==> config.mk <==
export PLATFORM = sky130hd
export DESIGN_NAME = dmasel_top
export DESIGN_NICKNAME = d
export VERILOG_FILES = /design/src/rtl/dmasel_pkg.sv /design/src/rtl/dmasel_cfg_bank.sv /design/src/rtl/dmasel_src_mux.sv /design/src/rtl/dmasel_swtrig.sv /design/src/rtl/dmasel_top.sv
export SDC_FILE = /design/constraint.sdc
export NUM_CORES = 1
export LEC_CHECK = 0
export BUFFER_PORTS_ARGS = -buffer_cell sky130_fd_sc_hd__buf_4
export CAP_MARGIN = 10
export CORE_ASPECT_RATIO = 1.1
export CORE_MARGIN = 2
export CORE_UTILIZATION = 30
export CTS_CLUSTER_DIAMETER = 40
export DETAILED_ROUTE_END_ITERATION = 10
export GPL_TIMING_DRIVEN = 0
export RECOVER_POWER = 50
export SYNTH_ARGS = -nofsm -noshare
export SYNTH_HDL_FRONTEND = slang
export SYNTH_SLANG_ARGS = --single-unit
==> constraint.sdc <==
create_clock -name clk -period 3.05 [get_ports clk]
set_input_delay 0.1525 -clock clk [delete_from_list [all_inputs] [get_ports clk]]
set_output_delay 0.1525 -clock clk [all_outputs]
set_load 0.005 [all_outputs]
==> src/rtl/dmasel_pkg.sv <==
package dmasel_pkg;
  parameter int SRC_W = 4;
  parameter int SIG_W = 2;

  typedef struct packed {
    logic [SRC_W-1:0] src;
    logic [SIG_W-1:0] sig;
    logic             sen;
  } chcfg_t;
endpackage

==> src/rtl/dmasel_cfg_bank.sv <==
module dmasel_cfg_bank
  import dmasel_pkg::*;
#(
  parameter int NUM_CH = 12,
  localparam int CH_W = (NUM_CH > 1) ? $clog2(NUM_CH) : 1
) (
  input  logic            clk,
  input  logic            rst,
  input  logic            we,
  input  logic [CH_W-1:0] wch,
  input  chcfg_t          wdata,
  output chcfg_t          cfg [NUM_CH]
);
  // One register per channel; an out-of-range index matches none.
  for (genvar c = 0; c < NUM_CH; c++) begin : g_reg
    chcfg_t word_q;
    always_ff @(posedge clk) begin
      if (rst) begin
        word_q <= '0;
      end else if (we && (wch == CH_W'(c))) begin
        word_q <= wdata;
      end
    end
    assign cfg[c] = word_q;
  end
endmodule

==> src/rtl/dmasel_src_mux.sv <==
module dmasel_src_mux
  import dmasel_pkg::*;
#(
  parameter int                 NUM_SRC   = 6,
  parameter int                 NSIG      = 4,
  parameter logic [NUM_SRC-1:0] SREQ_MASK = '0,
  localparam int                NLINE     = NUM_SRC * NSIG
) (
  input  chcfg_t           cfg,
  input  logic [NLINE-1:0] burst_in,
  input  logic [NLINE-1:0] single_in,
  output logic             sel_burst,
  output logic             sel_single
);
  // Source value p+1 picks peripheral p; zero and values past NUM_SRC match nothing.
  always_comb begin
    logic [NSIG-1:0] grp_b;
    logic [NSIG-1:0] grp_s;
    sel_burst  = 1'b0;
    sel_single = 1'b0;
    grp_b      = '0;
    grp_s      = '0;
    for (int p = 0; p < NUM_SRC; p++) begin
      if (cfg.src == SRC_W'(p + 1)) begin
        grp_b      = burst_in[p*NSIG +: NSIG];
        grp_s      = single_in[p*NSIG +: NSIG];
        sel_burst  = grp_b[cfg.sig];
        sel_single = grp_s[cfg.sig] & SREQ_MASK[p] & cfg.sen;
      end
    end
  end
endmodule

==> src/rtl/dmasel_swtrig.sv <==
module dmasel_swtrig #(
  parameter int NUM_CH = 12
) (
  input  logic              clk,
  input  logic              rst,
  input  logic [NUM_CH-1:0] trig,
  input  logic [NUM_CH-1:0] ack,
  output logic [NUM_CH-1:0] pend_next
);
  logic [NUM_CH-1:0] pend_q;

  // A fresh trigger outranks an acknowledge of the same cycle.
  assign pend_next = (pend_q & ~ack) | trig;

  always_ff @(posedge clk) begin
    if (rst) begin
      pend_q <= '0;
    end else begin
      pend_q <= pend_next;
    end
  end
endmodule

==> src/rtl/dmasel_top.sv <==
module dmasel_top
  import dmasel_pkg::*;
#(
  parameter int                 NUM_CH    = 12,
  parameter int                 NUM_SRC   = 6,
  parameter logic [NUM_SRC-1:0] SREQ_MASK = 6'b000110,
  localparam int                NSIG      = 1 << SIG_W,
  localparam int                NLINE     = NUM_SRC * NSIG,
  localparam int                CH_W      = (NUM_CH > 1) ? $clog2(NUM_CH) : 1
) (
  input  logic              clk,
  input  logic              rst,
  input  logic              cfg_we,
  input  logic [CH_W-1:0]   cfg_ch,
  input  logic [SRC_W-1:0]  cfg_src,
  input  logic [SIG_W-1:0]  cfg_sig,
  input  logic              cfg_single_en,
  input  logic [NUM_CH-1:0] sw_trig,
  input  logic [NUM_CH-1:0] ch_ack,
  input  logic [NLINE-1:0]  periph_burst,
  input  logic [NLINE-1:0]  periph_single,
  output logic [NUM_CH-1:0] ch_burst_req,
  output logic [NUM_CH-1:0] ch_single_req
);
  chcfg_t            wr_word;
  chcfg_t            cfg [NUM_CH];
  logic [NUM_CH-1:0] pend_next;
  logic [NUM_CH-1:0] sel_b;
  logic [NUM_CH-1:0] sel_s;
  logic [NUM_CH-1:0] breq_d;
  logic [NUM_CH-1:0] sreq_d;

  assign wr_word.src = cfg_src;
  assign wr_word.sig = cfg_sig;
  assign wr_word.sen = cfg_single_en;

  dmasel_cfg_bank #(.NUM_CH(NUM_CH)) u_bank (
    .clk   (clk),
    .rst   (rst),
    .we    (cfg_we),
    .wch   (cfg_ch),
    .wdata (wr_word),
    .cfg   (cfg)
  );

  dmasel_swtrig #(.NUM_CH(NUM_CH)) u_trig (
    .clk       (clk),
    .rst       (rst),
    .trig      (sw_trig),
    .ack       (ch_ack),
    .pend_next (pend_next)
  );

  for (genvar c = 0; c < NUM_CH; c++) begin : g_ch
    dmasel_src_mux #(
      .NUM_SRC   (NUM_SRC),
      .NSIG      (NSIG),
      .SREQ_MASK (SREQ_MASK)
    ) u_mux (
      .cfg        (cfg[c]),
      .burst_in   (periph_burst),
      .single_in  (periph_single),
      .sel_burst  (sel_b[c]),
      .sel_single (sel_s[c])
    );
  end

  // Burst path (peripheral or software) masks the single path.
  assign breq_d = sel_b | pend_next;
  assign sreq_d = sel_s & ~breq_d;

  always_ff @(posedge clk) begin
    if (rst) begin
      ch_burst_req  <= '0;
      ch_single_req <= '0;
    end else begin
      ch_burst_req  <= breq_d;
      ch_single_req <= sreq_d;
    end
  end
endmodule

# == Yosys cells after proc, flatten, opt, wreduce, memory -nomap -nowiden ==
# Index checks and enable logic that the tools add are counted.
# op_classes
n_reduce_logical,13
bitwise,30
magnitude_cmp,12
n_mul,0
n_eq_ne,83
addsub,0
n_shift,0
n_mux,324
div_mod_pow,0
# ops
cell,n
1-bit 2-to-1 mux,228
1-bit binary-select mux with 2-bit select,96
"4-bit by 3-bit == test with 1-bit output, second input constant",40
"4-bit by 2-bit == test with 1-bit output, second input constant",26
"4-bit by 1-bit == test with 1-bit output, second input constant",13
"2-bit by 3-bit less-than comparator with 1-bit output, second input constant",12
1-bit bitwise AND,24
12-bit bitwise AND,2
12-bit NOT,2
12-bit bitwise OR,2
"4-bit == test, second input constant",4
1-bit logical AND,12
4-bit zero test,1
# totals
mem_bits_rw,0
mem_bits_ro,0
memories,0
in_bits,86
latch_bits,0
regBits,120
output_inout_bits,24

# == Logic depth before layout (Yosys ltp) ==
# Gate-level depths: netlist of the first run.
# logic_depth
ltp_word,11
depth_mapped,6
mapped_depth_nobuf,5

# == Hierarchy ==
# Synthesis of the first run repeated with hierarchy kept, for this count alone.
# hier_totals
cells_unflattened,786
hier_area_um2,8967.4
# modules_own_cells
module,cells_per_inst,n_inst,area_each_um2,seq_area_each_um2
dmasel_src_mux at g_ch[10].u_mux ...,31,11,341.6,0.0
dmasel_cfg_bank,302,1,3365.7,1681.6
dmasel_top,50,1,887.1,480.5
dmasel_swtrig,61,1,604.3,240.2
dmasel_src_mux at g_ch[0].u_mux,32,1,352.8,0.0

# == Worst setup path after synthesis of the first run ==
# Ideal clock, no wire load.
# synth_timing
path_type,register -> register
from,register u_bank.g_reg[3].word_q (netlist bit u_bank.cfg[57])
to,register ch_single_req[3]
setup_time_ps,87
period_less_slack_ps,1737
stages_incl_launch_ff,7
arrival_time_ps,1650
t_required_ps,2963
setup_slack_ps,1313
path_cell_list,dfxtp_1 -> buf_6 -> mux4_1 -> mux2i_1 -> nor3_1 -> nor4bb_1 -> nor4b_2
# synth_between
elab_chain_len,11
elab_cells_between_ends,32
cone_classes,mux (27); bitwise (5)
# synth_lines
item,line_no,rtl
from (decl),dmasel_cfg_bank.sv:16,chcfg_t word_q;
from (signal assigned),dmasel_cfg_bank.sv:21,word_q <= wdata;
1-bit binary-select mux with 2-bit select,dmasel_src_mux.sv:27,sel_burst = grp_b[cfg.sig];
1-bit 2-to-1 mux (implied by the code),dmasel_src_mux.sv:27,
1-bit 2-to-1 mux (6 in a row),dmasel_src_mux.sv:24,if (cfg.src == SRC_W'(p + 1)) begin
12-bit bitwise OR,dmasel_top.sv:69,assign breq_d = sel_b | pend_next;
12-bit NOT,dmasel_top.sv:70,assign sreq_d = sel_s & ~breq_d;
12-bit bitwise AND *,dmasel_top.sv:70,
to (signal assigned),dmasel_top.sv:78,ch_single_req <= sreq_d;
to (decl),dmasel_top.sv:23,output logic [NUM_CH-1:0] ch_single_req
# Mark *: on every way between the ends. The rest lies on a longest branch, timed or not. The select of a mux whose other input is x is not followed.
# A chain may end at the register's enable or synchronous reset.

# == Final worst setup path of the first run ==
# layout_timing
from,register u_bank.g_reg[3].word_q (netlist bit u_bank.cfg[58])
to,register ch_single_req[3]
# The elaborated chain is that of the path after synthesis.

==> results of run 1 <==
per-stage QoR:
step	power, uW	hold WS [ns]
3_5_place_dp	2240	0.395
6_report	4180	-0.00981
4_1_cts	4190	0.000285
2_1_floorplan	1970	0.276
3_3_place_gp	2230	0.389
5_1_grt	4300	0.0105
state kept, by name, indices dropped and copies added (netlist names):
name / count
u_bank.cfg: 84
ch_burst_req: 12
u_trig.pend_q: 12
ch_single_req: 12
repair_timing:
action | 4_1_cts | 5_1_grt
setup buffers | 0 | 0
endpoints found under the setup margin | 0 | 0
hold buffers | 15 | 0
resized for setup | 0 | 0
endpoints found under the hold margin | 18 | 0
cell families after synthesis:
kind of cell / Yosys count
simple gates: 258
mux: 210
flops: 120
buf+inv: 108
compound gates: 85
cell usage in the layout, fill, tap and decap left out, drive strengths merged, types with 11 or more instances in the layout:
master and count:
nand2b 31, inv 16, nor2 130, buf 88, dlygate4sd3 15, mux2i 129
nand3b 11, a21oi 16, clkbuf 117, mux4 78, o21ai 11, nand2 34
o221ai 12, o22ai 14, dfxtp 120
routing by layer:
metal / vias up / track usage (%) / wire length, microns
li1: 3150 / - / -
met1: 3450 / 27.7 / 11700
met2: 446 / 31.6 / 12800
met3: 88 / 6.11 / 3020
met4: 0 / 9.57 / 1070
met5: - / 0 / 0
worst max path at each step:
| stage | to | cells past startpoint |
|---|---|---|
| floorplan | ch_single_req[3] | 6 |
| global placement | u_bank.cfg[14] | 5 |
| detailed placement | u_trig.pend_q[6] | 5 |
| CTS | ch_single_req[3] | 6 |
| global route | ch_single_req[3] | 6 |
| finish | ch_single_req[3] | 6 |
worst register-to-register path, cell delays in order, from the launching register on:
cell and delay (ns):
dfxtp_1 0.31, clkbuf_1 0.44, mux4_1 0.48, nand3_1 0.13, a31oi_1 0.08, nor4bb_1 0.39, nor4b_2 0.27
area by class of cell:
type	instances	area (sq um)	area share [%]
clock inverters	12	103	1.06
plain buffers	92	404	4.16
multi-input cells	553	5010	51.6
well taps	352	440	4.54
flip-flops and latches	120	2400	24.8
clock buffers	20	457	4.71
inverters	16	60.1	0.619
repair buffers	108	833	8.59
report_power, final:
| part | switching [uW] | internal (uW) | leakage, uW |
|---|---|---|---|
| combinational | 353 | 264 | 0.00232 |
| sequential | 15.2 | 1600 | 0.000975 |
| clock | 785 | 1150 | 0.000268 |
Yosys cell counts, drive strengths merged:
cell type	count
dfxtp	120
and4b	8
nand3b	11
nand2b	31
a32o	1
inv	16
o21ai	11
a22oi	2
or4b	1
buf	23
nor2b	4
a31oi	10
nor4b	3
a211oi	1
o221ai	12
mux2	3
o311a	8
nor4bb	2
o22ai	14
a21boi	5
nand2	34
nand3	9
o211a	5
nor3	4
or3	10
nand4b	1
mux2i	129
a21oi	16
nor2	130
nor3b	1
mux4	78
and3	4
nand4	2
clkbuf	69
and4	3
==> out/qor.csv, run 1 <==
metric,value,unit
status,finished with violations,
failing checks,hold timing,
CP arrival,2.55,ns
r2r setup slk,0.83,ns
Setup-failing EPs final,0,
PwrDens,430,nW/um^2
cell family with most CP delay,simple AND/OR/NAND/NOR gates,
CP Launch Point,u_bank.cfg[58],
Setup Skew,0.0224,ns
Placed Cells,1226,
post-route cell area,9710,sq um
Total Routed Length,28600,microns
Max Slew Vio Count,0,
critical-path maximum fanout,9,
ratio of cells with drive above 1 in the final layout,22.1,%
Area after DPL,9010,sq um
DIE HEIGHT,174,microns
antenna-violating nets left,0,
DP Worst Slack,0.706,ns
highest clock rate,0.450,GHz
max_cap viols,0,
Hold Path Origin,cfg_src[3],
worst setup margin,0.829,ns
worst r2r src,u_bank.cfg[58],
largest net degree at the start of global routing,17,
drt via density,5.60,
nets,994,
"Cell Count, Final, Fillers Out",1273,
vias,7134,
Core Rows,62,
"Avg Cell Area, Syn",10.1,sq um
TritonCTS clock tree,yes,
gr usage total,20.9,%
Iteration-0 DRC Markers,710,
PortBufs,93,
Die Span X,158,microns
Yosys top cell area share,30.5,%
adder-cell share of the synthesized area,0,%
RSZ-0062 raised after global routing,false,
router iterations before antenna repair,5,
mux contribution to synthesized area,39.9,%
simple-gate share of the synthesized area,16.2,%
fin crit period,2.22,ns
drt wl/cell,22.4,microns
Final Hold Vio Count,4,
WP buf/inv,1,
starting density of the core,30.3,%
die area,27600,sq um
Unique masters post-synth,42,
Synth Area in XOR/XNOR,0,%
leakage power,0.00357,uW
setup TNS,0,ns
CP Cell Sequence,clkbuf_1 > mux4_1 > nand3_1 > a31oi_1 > nor4bb_1 > nor4b_2,
GP Congestion,0.931,
TritonCTS Buffers,17,
Syn. warnings,0,
Post-Syn Nets,867,
Max transition margin,31.3,%
vias in the first global route,6889,
Reg2Reg Depth,6,
"Remaining Overflow, GRT",0,
"Core Util, Final",37.3,%
Filler Cell Count,2640,
Diodes inserted,0,
critical path class,flop to flop,
post-synthesis compound-gate area fraction,7.50,%
cell count after synthesis,781,
WHS,-0.00981,ns
first-pass GRT wire length,42100,microns
area growth from synthesis to layout,23.3,%
CTS sink cnt,120,
core area,26000,sq um
Worst-Margin Slew,1.03,ns
Clock Latency Late Sink,0.44,ns
maximum vdd drop,0.316,mV
Startpoint Class,flop,
cell taking the most area after synthesis,dfxtp_1,
clk slew on worst S/H paths,0.06,ns
Hold WC Path Type,input port to flop,
"Cell Area, Synth",7870,sq um
post-DP HPWL,19000,microns
Root Buffer,clkbuf_16,
Hold Path Stages,3,
crit-path max cell delay,0.48,ns
Hold EP,u_bank.cfg[41],
Reg-to-Reg End,ch_single_req[3],
ranking of synthesized cells by area,"dfxtp_1 31%, mux4_2 18%, mux2i_1 16%",
htree depth,4,
CP max-delay cell,mux4_1,
Clock Tree Buf Depth,2,
synthesized flop and latch total,120,
DRC viols,0,
Critical Path RT,3.38,ns
IO Pins,110,
Crit. End Element,flop,
Tcrit/Tclk final,72.8,%
sequential element share of the synthesized area,30.5,%
main combinational cell family by area after synthesis,multiplexers,
initial antenna violation count,0,
(Power assumes the default switching activity.)
==> run 2: changes to the inputs <==
==> constraint.sdc (replaced) <==
create_clock -name clk -period 2 [get_ports clk]
set_input_delay 0.1 -clock clk [delete_from_list [all_inputs] [get_ports clk]]
set_output_delay 0.1 -clock clk [all_outputs]
set_load 0.005 [all_outputs]
==> out/qor.csv, run 2 (synthesis gave the netlist of run 1 again) <==
metric,value,unit
status,finished with violations,
failing checks,hold timing,
Clock Tree Buf Depth,2,
critical-path maximum fanout,5,
CP Cell Sequence,buf_6 > mux4_2 > nand3_2 > a31oi_1 > nor4bb_2 > nor4b_2,
critical path class,flop to flop,
CP max-delay cell,mux4_2,
M1 GR Usage,28.2,%
Max Slew Vio Count,0,
Diodes inserted,0,
M3 GR Usage,5.86,%
router iterations before antenna repair,6,
Crit. End Element,flop,
Max transition margin,29.6,%
highest clock rate,0.512,GHz
max FFs per register,84,
DRC viols,0,
clk slew on worst S/H paths,0.06,ns
DIE HEIGHT,174,microns
Core Rows,62,
worst r2r src,u_bank.cfg[57],
GP Congestion,0.931,
Worst-Margin Slew,1.06,ns
Reg-to-Reg End,ch_single_req[3],
r2r setup slk,0.05,ns
Setup Skew,0.00938,ns
drt via density,5.58,
CTS sink cnt,120,
PortBufs,93,
DP Worst Slack,-0.292,ns
htree depth,4,
initial antenna violation count,0,
Hold Path Origin,ch_ack[10],
vias,7150,
PwrDens,654,nW/um^2
setup TNS,0,ns
core area,26000,sq um
antenna-violating nets left,0,
Final Hold Vio Count,1,
Hold EP,u_trig.pend_q[10],
"most common cell after layout, fill and taps aside",nor2_1,
Setup-failing EPs final,0,
Critical Path RT,2.33,ns
Tcrit/Tclk final,97.7,%
starting density of the core,30.3,%
Die Span X,158,microns
Filler Cell Count,2637,
Total Routed Length,29000,microns
Iteration-0 DRC Markers,809,
vias in the first global route,6957,
CP arrival,2.29,ns
nets,1002,
largest net degree at the start of global routing,17,
Startpoint Class,flop,
RSZ-0062 raised after global routing,true,
Hold WC Path Type,input port to flop,
"Remaining Overflow, GRT",0,
Area after DPL,9010,sq um
Hold Path Stages,4,
gr usage total,21.1,%
Root Buffer,clkbuf_16,
maximum vdd drop,0.491,mV
area growth from synthesis to layout,24.5,%
Clock Latency Late Sink,0.44,ns
post-route cell area,9800,sq um
TritonCTS Buffers,17,
grt peak-use layer,met2,
met2 Use GR,31.8,%
"Core Util, Final",37.7,%
drt wl/cell,22.6,microns
"commonest cells after routing, fill and taps aside","130 x nor2_1, 128 x mux2i_1, 118 x dfxtp_1",
leakage power,0.00360,uW
Reg2Reg Depth,6,
fin crit period,1.95,ns
ratio of cells with drive above 1 in the final layout,24.7,%
WHS,-0.00655,ns
TritonCTS clock tree,yes,
IO Pins,110,
worst setup margin,0.0469,ns
Overall Power,6410,uW
crit-path max cell delay,0.57,ns
post-DP HPWL,19000,microns
first-pass GRT wire length,42500,microns
max_cap viols,0,
die area,27600,sq um
run 2: changes by cell type in the layout (fill, tap and decap cells not counted), sizes merged:
cell	before	now
buf	88	94
dlygate4sd3	15	20
clkbuf	117	114
run 2: per-stage QoR:
step           hold WS (ns)  cells
6_report           -0.00655   1281
5_1_grt              0.0357   1281
4_1_cts             0.00121   1280
3_5_place_dp          0.342   1226
3_3_place_gp          0.337   1226
2_1_floorplan         0.224    781
run 2: critical path, delay by kind of cell, from the launching register on:
kind	cells	cell delay [ns]
compound gates	1	0.10
flops	1	0.34
buf+inv	1	0.14
mux	1	0.57
simple gates	3	0.71
run 2: cell type report:
type                       instances  area [sq um]  area share [%]
multi-input combinational        553          5010            51.2
tap                              352           440            4.49
timing repair buffer             118           925            9.44
clock inverter                    12           103            1.05
buffer                            90           397            4.05
clock buffer                      20           457            4.66
inverter                          16          60.1           0.613
sequential                       120          2400            24.5
run 2: worst max-delay path by stage:
stage                              start               end  slack, ns  cells after the start
final                     u_bank.cfg[57]  ch_single_req[3]       0.05                      6
after detailed placement             rst  u_trig.pend_q[6]      -0.29                      5
after floorplan           u_bank.cfg[57]  ch_single_req[3]       0.26                      6
after global routing      u_bank.cfg[57]  ch_single_req[3]      -0.04                      5
after CTS                 u_bank.cfg[57]  ch_single_req[3]       0.04                      5
after global placement               rst    u_bank.cfg[14]      -0.29                      5
run 2: what timing repair did:
action                     CTS  global route
hold endpoints to repair    26             0
hold buffers                20             0
gates cloned                 1             0
resized for setup            7            15
buffers inserted             3             1
setup endpoints to repair    2             3
pin swaps                    2             4
run 2: layer usage:
| layer | routed length, microns | part of all wire [%] |
|---|---|---|
| met1 | 11800 | 41 |
| met5 | 0 | 0 |
| met3 | 3110 | 11 |
| met4 | 1070 | 3.7 |
| met2 | 13000 | 45 |
run 2: power by group:
group          switching [uW]  total [uW]  internal, uW  leakage (uW)
Sequential               25.2        2470          2450      0.000976
Combinational             545         964           419       0.00236
Clock                    1220        2980          1760      0.000268
Total                    1790        6410          4630       0.00360
